**src/rtl/pig_pkg.sv**
```systemverilog
package pig_pkg;
  localparam int unsigned REG_W    = 5;
  localparam int unsigned NSRC     = 2;
  localparam int unsigned NCLS     = 9;
  localparam int unsigned DATA_SRC = 1;

  typedef enum logic [3:0] {
    C_FLOP = 4'd0, C_LDST = 4'd1, C_FLEX = 4'd2, C_MM   = 4'd3,
    C_NUL  = 4'd4, C_BV   = 4'd5, C_BR   = 4'd6, C_FSYS = 4'd7,
    C_SYS  = 4'd8
  } cls_e;

  typedef struct packed {
    cls_e                       cls;
    logic [REG_W-1:0]           dst;
    logic [NSRC-1:0][REG_W-1:0] src;
    logic [NSRC-1:0]            rd;
    logic                       wr;
    logic                       fpmem;
    logic                       store;
    logic                       single;
    logic                       half;
    logic                       cset;
    logic                       cuse;
    logic                       odd;
    logic                       tgt;
  } desc_t;

  function automatic logic [NCLS-1:0] cbit(cls_e c);
    return (NCLS)'(1) << c;
  endfunction

  // classes allowed in the younger slot behind a given older class
  function automatic logic [NCLS-1:0] follow_set(cls_e c);
    case (c)
      C_FLOP: return cbit(C_LDST) | cbit(C_FLEX) | cbit(C_MM) | cbit(C_NUL)
                   | cbit(C_BV) | cbit(C_BR);
      C_LDST: return cbit(C_FLOP) | cbit(C_FLEX) | cbit(C_MM) | cbit(C_NUL)
                   | cbit(C_BR);
      C_FLEX: return cbit(C_FLOP) | cbit(C_LDST) | cbit(C_FLEX) | cbit(C_MM)
                   | cbit(C_NUL) | cbit(C_BR) | cbit(C_FSYS);
      C_MM:   return cbit(C_FLOP) | cbit(C_LDST) | cbit(C_FLEX) | cbit(C_FSYS);
      C_NUL:  return cbit(C_FLOP);
      default: return '0;
    endcase
  endfunction

  function automatic logic is_branch(cls_e c);
    return (c == C_BV) || (c == C_BR);
  endfunction

  function automatic logic is_fp_load(desc_t d);
    return (d.cls == C_LDST) && d.fpmem && !d.store && d.wr;
  endfunction

  function automatic logic is_fp_store(desc_t d);
    return (d.cls == C_LDST) && d.fpmem && d.store;
  endfunction

  // flop reading the opposite word of a register an FP load fills
  function automatic logic half_clash(desc_t ld, desc_t fl);
    logic hit;
    hit = 1'b0;
    if (is_fp_load(ld) && ld.single && fl.cls == C_FLOP && fl.single &&
        fl.half != ld.half)
      for (int j = 0; j < NSRC; j++)
        if (fl.rd[j] && fl.src[j] == ld.dst) hit = 1'b1;
    return hit;
  endfunction

  function automatic logic same_target(desc_t fl, desc_t ld);
    return (fl.cls == C_FLOP) && fl.wr && is_fp_load(ld) && (fl.dst == ld.dst);
  endfunction
endpackage

```
**src/rtl/pig_class_gate.sv**
```systemverilog
module pig_class_gate
  import pig_pkg::*;
(
  input  cls_e first,
  input  cls_e second,
  input  logic dword_ok,
  output logic class_ok
);
  logic [NCLS-1:0] first_hot, second_hot, row_ok;

  for (genvar r = 0; r < NCLS; r++) begin : g_row
    logic [NCLS-1:0] row_mask;
    assign first_hot[r]  = (first  == cls_e'(4'(r)));
    assign second_hot[r] = (second == cls_e'(4'(r)));
    assign row_mask      = follow_set(cls_e'(4'(r)));
    assign row_ok[r]     = first_hot[r] && |(row_mask & second_hot);
  end

  logic dword_pair;
  assign dword_pair = first_hot[C_LDST] && second_hot[C_LDST] && dword_ok;
  assign class_ok   = (|row_ok) || dword_pair;
endmodule

```
**src/rtl/pig_hazard.sv**
```systemverilog
module pig_hazard
  import pig_pkg::*;
(
  input  desc_t a,
  input  desc_t b,
  output logic  raw_hit,
  output logic  half_hit,
  output logic  tgt_hit,
  output logic  carry_hit,
  output logic  odd_hit
);
  logic store_fwd;
  assign store_fwd = (a.cls == C_FLOP) && is_fp_store(b);

  logic [NSRC-1:0] src_hit, exempt;
  for (genvar j = 0; j < NSRC; j++) begin : g_src
    assign src_hit[j] = a.wr && b.rd[j] && (b.src[j] == a.dst);
    if (j == DATA_SRC) begin : g_data
      assign exempt[j] = store_fwd;
    end else begin : g_addr
      assign exempt[j] = 1'b0;
    end
  end
  assign raw_hit = |(src_hit & ~exempt);

  // ordering 0: load older, flop younger; ordering 1: the reverse
  logic [1:0] half_ord, tgt_ord;
  for (genvar k = 0; k < 2; k++) begin : g_ord
    desc_t ld, fl;
    assign ld          = (k == 0) ? a : b;
    assign fl          = (k == 0) ? b : a;
    assign half_ord[k] = half_clash(ld, fl);
    assign tgt_ord[k]  = same_target(fl, ld);
  end
  assign half_hit  = |half_ord;
  assign tgt_hit   = |tgt_ord;
  assign carry_hit = (a.cset && b.cuse) || (b.cset && a.cuse);
  assign odd_hit   = (a.tgt && a.odd) || (b.tgt && b.odd);
endmodule

```
**src/rtl/pig_slot_track.sv**
```systemverilog
module pig_slot_track
  import pig_pkg::*;
(
  input  logic clk,
  input  logic rst_n,
  input  logic a_valid,
  input  logic pair_go,
  input  cls_e a_cls,
  input  cls_e b_cls,
  output logic dslot
);
  logic last_branch;
  assign last_branch = pair_go ? is_branch(b_cls) : is_branch(a_cls);

  always_ff @(posedge clk or negedge rst_n) begin
    if (!rst_n)       dslot <= 1'b0;
    else if (a_valid) dslot <= last_branch;
  end
endmodule

```
**src/rtl/pair_issue_gate.sv**
```systemverilog
module pair_issue_gate
  import pig_pkg::*;
(
  input  logic             clk,
  input  logic             rst_n,
  input  logic             dword_ok,
  input  logic             a_valid,
  input  logic [3:0]       a_cls,
  input  logic [REG_W-1:0] a_dst,
  input  logic [REG_W-1:0] a_src0,
  input  logic [REG_W-1:0] a_src1,
  input  logic             a_rd0,
  input  logic             a_rd1,
  input  logic             a_wr,
  input  logic             a_fpmem,
  input  logic             a_store,
  input  logic             a_single,
  input  logic             a_half,
  input  logic             a_cset,
  input  logic             a_cuse,
  input  logic             a_odd,
  input  logic             a_tgt,
  input  logic             b_valid,
  input  logic [3:0]       b_cls,
  input  logic [REG_W-1:0] b_dst,
  input  logic [REG_W-1:0] b_src0,
  input  logic [REG_W-1:0] b_src1,
  input  logic             b_rd0,
  input  logic             b_rd1,
  input  logic             b_wr,
  input  logic             b_fpmem,
  input  logic             b_store,
  input  logic             b_single,
  input  logic             b_half,
  input  logic             b_cset,
  input  logic             b_cuse,
  input  logic             b_odd,
  input  logic             b_tgt,
  output logic             issue_pair,
  output logic             issue_single,
  output logic             in_dslot
);
  desc_t da, db;
  assign da = '{cls: cls_e'(a_cls), dst: a_dst, src: {a_src1, a_src0},
                rd: {a_rd1, a_rd0}, wr: a_wr, fpmem: a_fpmem, store: a_store,
                single: a_single, half: a_half, cset: a_cset, cuse: a_cuse,
                odd: a_odd, tgt: a_tgt};
  assign db = '{cls: cls_e'(b_cls), dst: b_dst, src: {b_src1, b_src0},
                rd: {b_rd1, b_rd0}, wr: b_wr, fpmem: b_fpmem, store: b_store,
                single: b_single, half: b_half, cset: b_cset, cuse: b_cuse,
                odd: b_odd, tgt: b_tgt};

  logic class_ok, raw_hit, half_hit, tgt_hit, carry_hit, odd_hit;

  pig_class_gate u_cls (
    .first(da.cls), .second(db.cls), .dword_ok(dword_ok), .class_ok(class_ok)
  );

  pig_hazard u_hz (
    .a(da), .b(db), .raw_hit(raw_hit), .half_hit(half_hit),
    .tgt_hit(tgt_hit), .carry_hit(carry_hit), .odd_hit(odd_hit)
  );

  logic blocked;
  assign blocked = raw_hit || half_hit || tgt_hit || carry_hit || odd_hit;

  assign issue_pair   = a_valid && b_valid && !in_dslot && class_ok && !blocked;
  assign issue_single = a_valid && !issue_pair;

  pig_slot_track u_trk (
    .clk(clk), .rst_n(rst_n), .a_valid(a_valid), .pair_go(issue_pair),
    .a_cls(da.cls), .b_cls(db.cls), .dslot(in_dslot)
  );
endmodule

```
**config.mk**
```make
export PLATFORM = sky130hd
export DESIGN_NAME = pair_issue_gate
export DESIGN_NICKNAME = d
export VERILOG_FILES = /design/src/rtl/pig_pkg.sv /design/src/rtl/pig_class_gate.sv /design/src/rtl/pig_hazard.sv /design/src/rtl/pig_slot_track.sv /design/src/rtl/pair_issue_gate.sv
export SDC_FILE = /design/constraint.sdc
export NUM_CORES = 1
export LEC_CHECK = 0
export BUFFER_PORTS_ARGS = -buffer_cell sky130_fd_sc_hd__buf_2
export CORE_UTILIZATION = 32
export DETAILED_ROUTE_END_ITERATION = 16
export PLACE_DENSITY = 0.76
export SLEW_MARGIN = 25
export SYNTH_ARGS = -nofsm -noshare
export SYNTH_HDL_FRONTEND = slang
export SYNTH_SLANG_ARGS = --single-unit
export TNS_END_PERCENT = 10
```
**constraint.sdc**
```tcl
create_clock -name clk -period 1.3 [get_ports clk]
set_input_delay 0.13 -clock clk [delete_from_list [all_inputs] [get_ports clk]]
set_output_delay 0.13 -clock clk [all_outputs]
set_load 0.05 [all_outputs]
```
==> run metrics <==
status=finished, violations left; failing checks=negative setup slack; Netlist cell types=38; Area Growth Syn to Fin=96.5%; GRT Total Usage=22.9%; Worst-Margin Slew=354 ps; final setup violation count=3; static leakage=0.570 nW; period utilisation layout=127%; wire per inst=13.4 um; Period minus WS final=1650 ps; Seq/Total Area, Yosys=3.73%; Die Ht=47.8 um; combinational share of power=91.6%; initial antenna violation count=0; core area=1960 um2; FF-to-FF End=u_trk.dslot$_DFFE_PN0P_; final slew viol count=0; die width=47.8 um; CP Capture Type=primary output; largest net degree at the start of global routing=8; Synth top area share=35.3%; warnings from Yosys=0; Switch Pwr=172 uW; DPL Wire Length=2.09 mm; Synth area leaders=xnor2_1 (35%), nand4_1 (5.6%), and4bb_2 (3.7%), dfrtp_1 (3.7%), nor3_1 (3.7%); fin nets=235; CP startpoint kind=input port; worst hold margin=441 ps; Max Cap Violations=0; first-pass GRT wire length=3.82 mm; Pre-antenna DRT Iters=4; Hold Vio Cnt, Final=0; register bit total from synthesis=1; largest registers=u_trk.dslot: 1 flops; part of the power in registers=8.4%; internal power=249 uW; Cell Area, Placed=1140 um2; I/O pin total=68; Post-Syn Area=671 um2; total grt overflow=0; relative slew slack=76.4%; # port buffers=67; Power, Total=421 uW; floorplan row count=16; mean area per synthesized cell=7.89 um2; DRC=0; maximum vdd ir drop=0.185 mV; Max Clk Rate=605 MHz; r2r worst-path depth=5; post-route cell area=1320 um2; via count=974; Pwr Density=319 nW/um2; Arr. time, crit path=1520 ps; number of flip-flops under the largest register name=1; Clock Pin Slew Worst Setup and Hold Paths=0 ps; Reg with most FFs=u_trk.dslot; crit path max fanout=5; share of post-route cells with drive strength above 1=64.3%; worst flop-to-flop path startpoint=u_trk.dslot$_DFFE_PN0P_; Synth area leader=xnor2_1; Routed Antenna Nets=0; RSZ-0062 raised after global routing=yes; Vias/cell=4.99; cells after synthesis=85; r2r setup slk=80 ps; Max Clock Skew=0 ps; vias in the first global route=948; Post-Syn Nets=150; WS Path Type=input port to primary output; worst setup margin=-353 ps; Die ar.=2280 um2; clock share of power=0%; Worst Hold Class=input port to asynchronous set/reset pin; switch share=40.8%; antenna cells=0; Detailed Route WL=2.61 mm; later-pin clock latency in the skew report=0 ps; aggregate negative setup slack=-857 ps; detailed router's first-iteration violation count=5; gpl congestion=0.798; Data required, critical path=1170 ps; Initial Util=34.2%
[worst max-delay path by stage]
stage,cells after the start,slack (ps),startpoint,end
after floorplan,5,-290,b_cls[0],issue_single
final,8,-350,a_cls[0],issue_single
after CTS,7,-350,a_store,issue_single
after detailed placement,7,-510,b_cset,issue_pair
after global routing,8,-420,a_cls[0],issue_single
after global placement,7,-470,b_cls[2],issue_pair
[cell families after synthesis]
logic type / count (synthesis) / share of synthesized area, %
DFF: 1 / 3.73
buffers and inverters: 4 / 4.66
AOI/OAI and AO/OA: 16 / 18.1
and+or+nand+nor: 36 / 36.9
xor gates and xnor gates: 28 / 36.6
[worst max-delay path: stages]
cell and delay, ps:
buf_2 130, or4b_1 550, a21oi_2 170, o21ai_2 90, o31ai_4 70, buf_6 140
a31oi_4 70, buf_6 170
[placed cells by master (no fill, tap or decap), drive strengths merged, types with 2 or more instances in the layout]
master,Yosys,final
a21oi,3,3
and4bb,2,2
buf,2,85
nand2,3,3
nand3,4,4
nand4,6,6
nor2,3,3
nor3,6,6
nor4b,2,2
o22ai,2,2
xnor2,27,27
[area by class of cell]
type	instances	area (um2)
Multi-Input combinational cell	80	718
Fill cell	167	644
Timing Repair Buffer	86	536
Tap cell	27	33.8
Sequential cell	1	26.3
Inverter	1	3.75
[stage by stage]
step / setup WS (ps) / util, % / instances
final: -353 / 67.2 / 195
after floorplan: -286 / - / 85
after detailed placement: -513 / 58.3 / 189
after global routing: -425 / 67.2 / 195
after CTS: -345 / 64.2 / 193
after global placement: -466 / 58.3 / 189
[metal layers]
layer / GRT usage [%] / part of all wire [%] / up-vias
li1: - / - / 491
met1: 23.7 / 38 / 450
met2: 49.2 / 58 / 29
met3: 1.89 / 3.6 / 4
met4: 3.33 / 0.88 / 0
met5: 0 / 0 / -
[cell usage after synthesis]
cell type,instances
nand3_1,4
a21oi_1,3
o22ai_1,2
o2111ai_1,1
nor4_1,1
nand3b_1,1
or3b_2,1
inv_1,1
dfrtp_1,1
o2bb2ai_1,1
and3_1,1
o31ai_2,1
nand4b_1,1
and2_1,1
a311oi_1,1
nor2_1,3
o211ai_1,1
nor3_4,1
nor2b_1,1
o31a_2,1
a221oi_1,1
and4bb_2,2
clkbuf_2,1
nor4b_1,1
nand4_1,6
or2b_2,1
nand2_1,3
o21ai_1,1
a21o_2,1
buf_6,2
a31oi_1,1
xor2_1,1
nor3_1,5
nor4b_2,1
xnor2_1,27
or4b_1,1
and4_1,1
a22o_1,1
[power by group through the flow]
| stage | Sequential [mW] | Clock, mW | Combinational (mW) |
|---|---|---|---|
| 3_5_place_dp | 0.0352 | 0 | 0.336 |
| 2_1_floorplan | 0.0431 | 0 | 0.156 |
| 6_report | 0.0352 | 0 | 0.385 |
| 3_3_place_gp | 0.0353 | 0 | 0.325 |
| 4_1_cts | 0.0352 | 0 | 0.368 |
| 5_1_grt | 0.0357 | 0 | 0.418 |
[repair_timing]
action	CTS	global route
hold buffers	1	0
gates cloned	0	0
pin swaps	10	7
buffers inserted	3	2
endpoints found under the setup margin	3	3
hold endpoints to repair	1	0
resized for setup	17	12
Note: power is estimated with default switching activity, not from simulation.
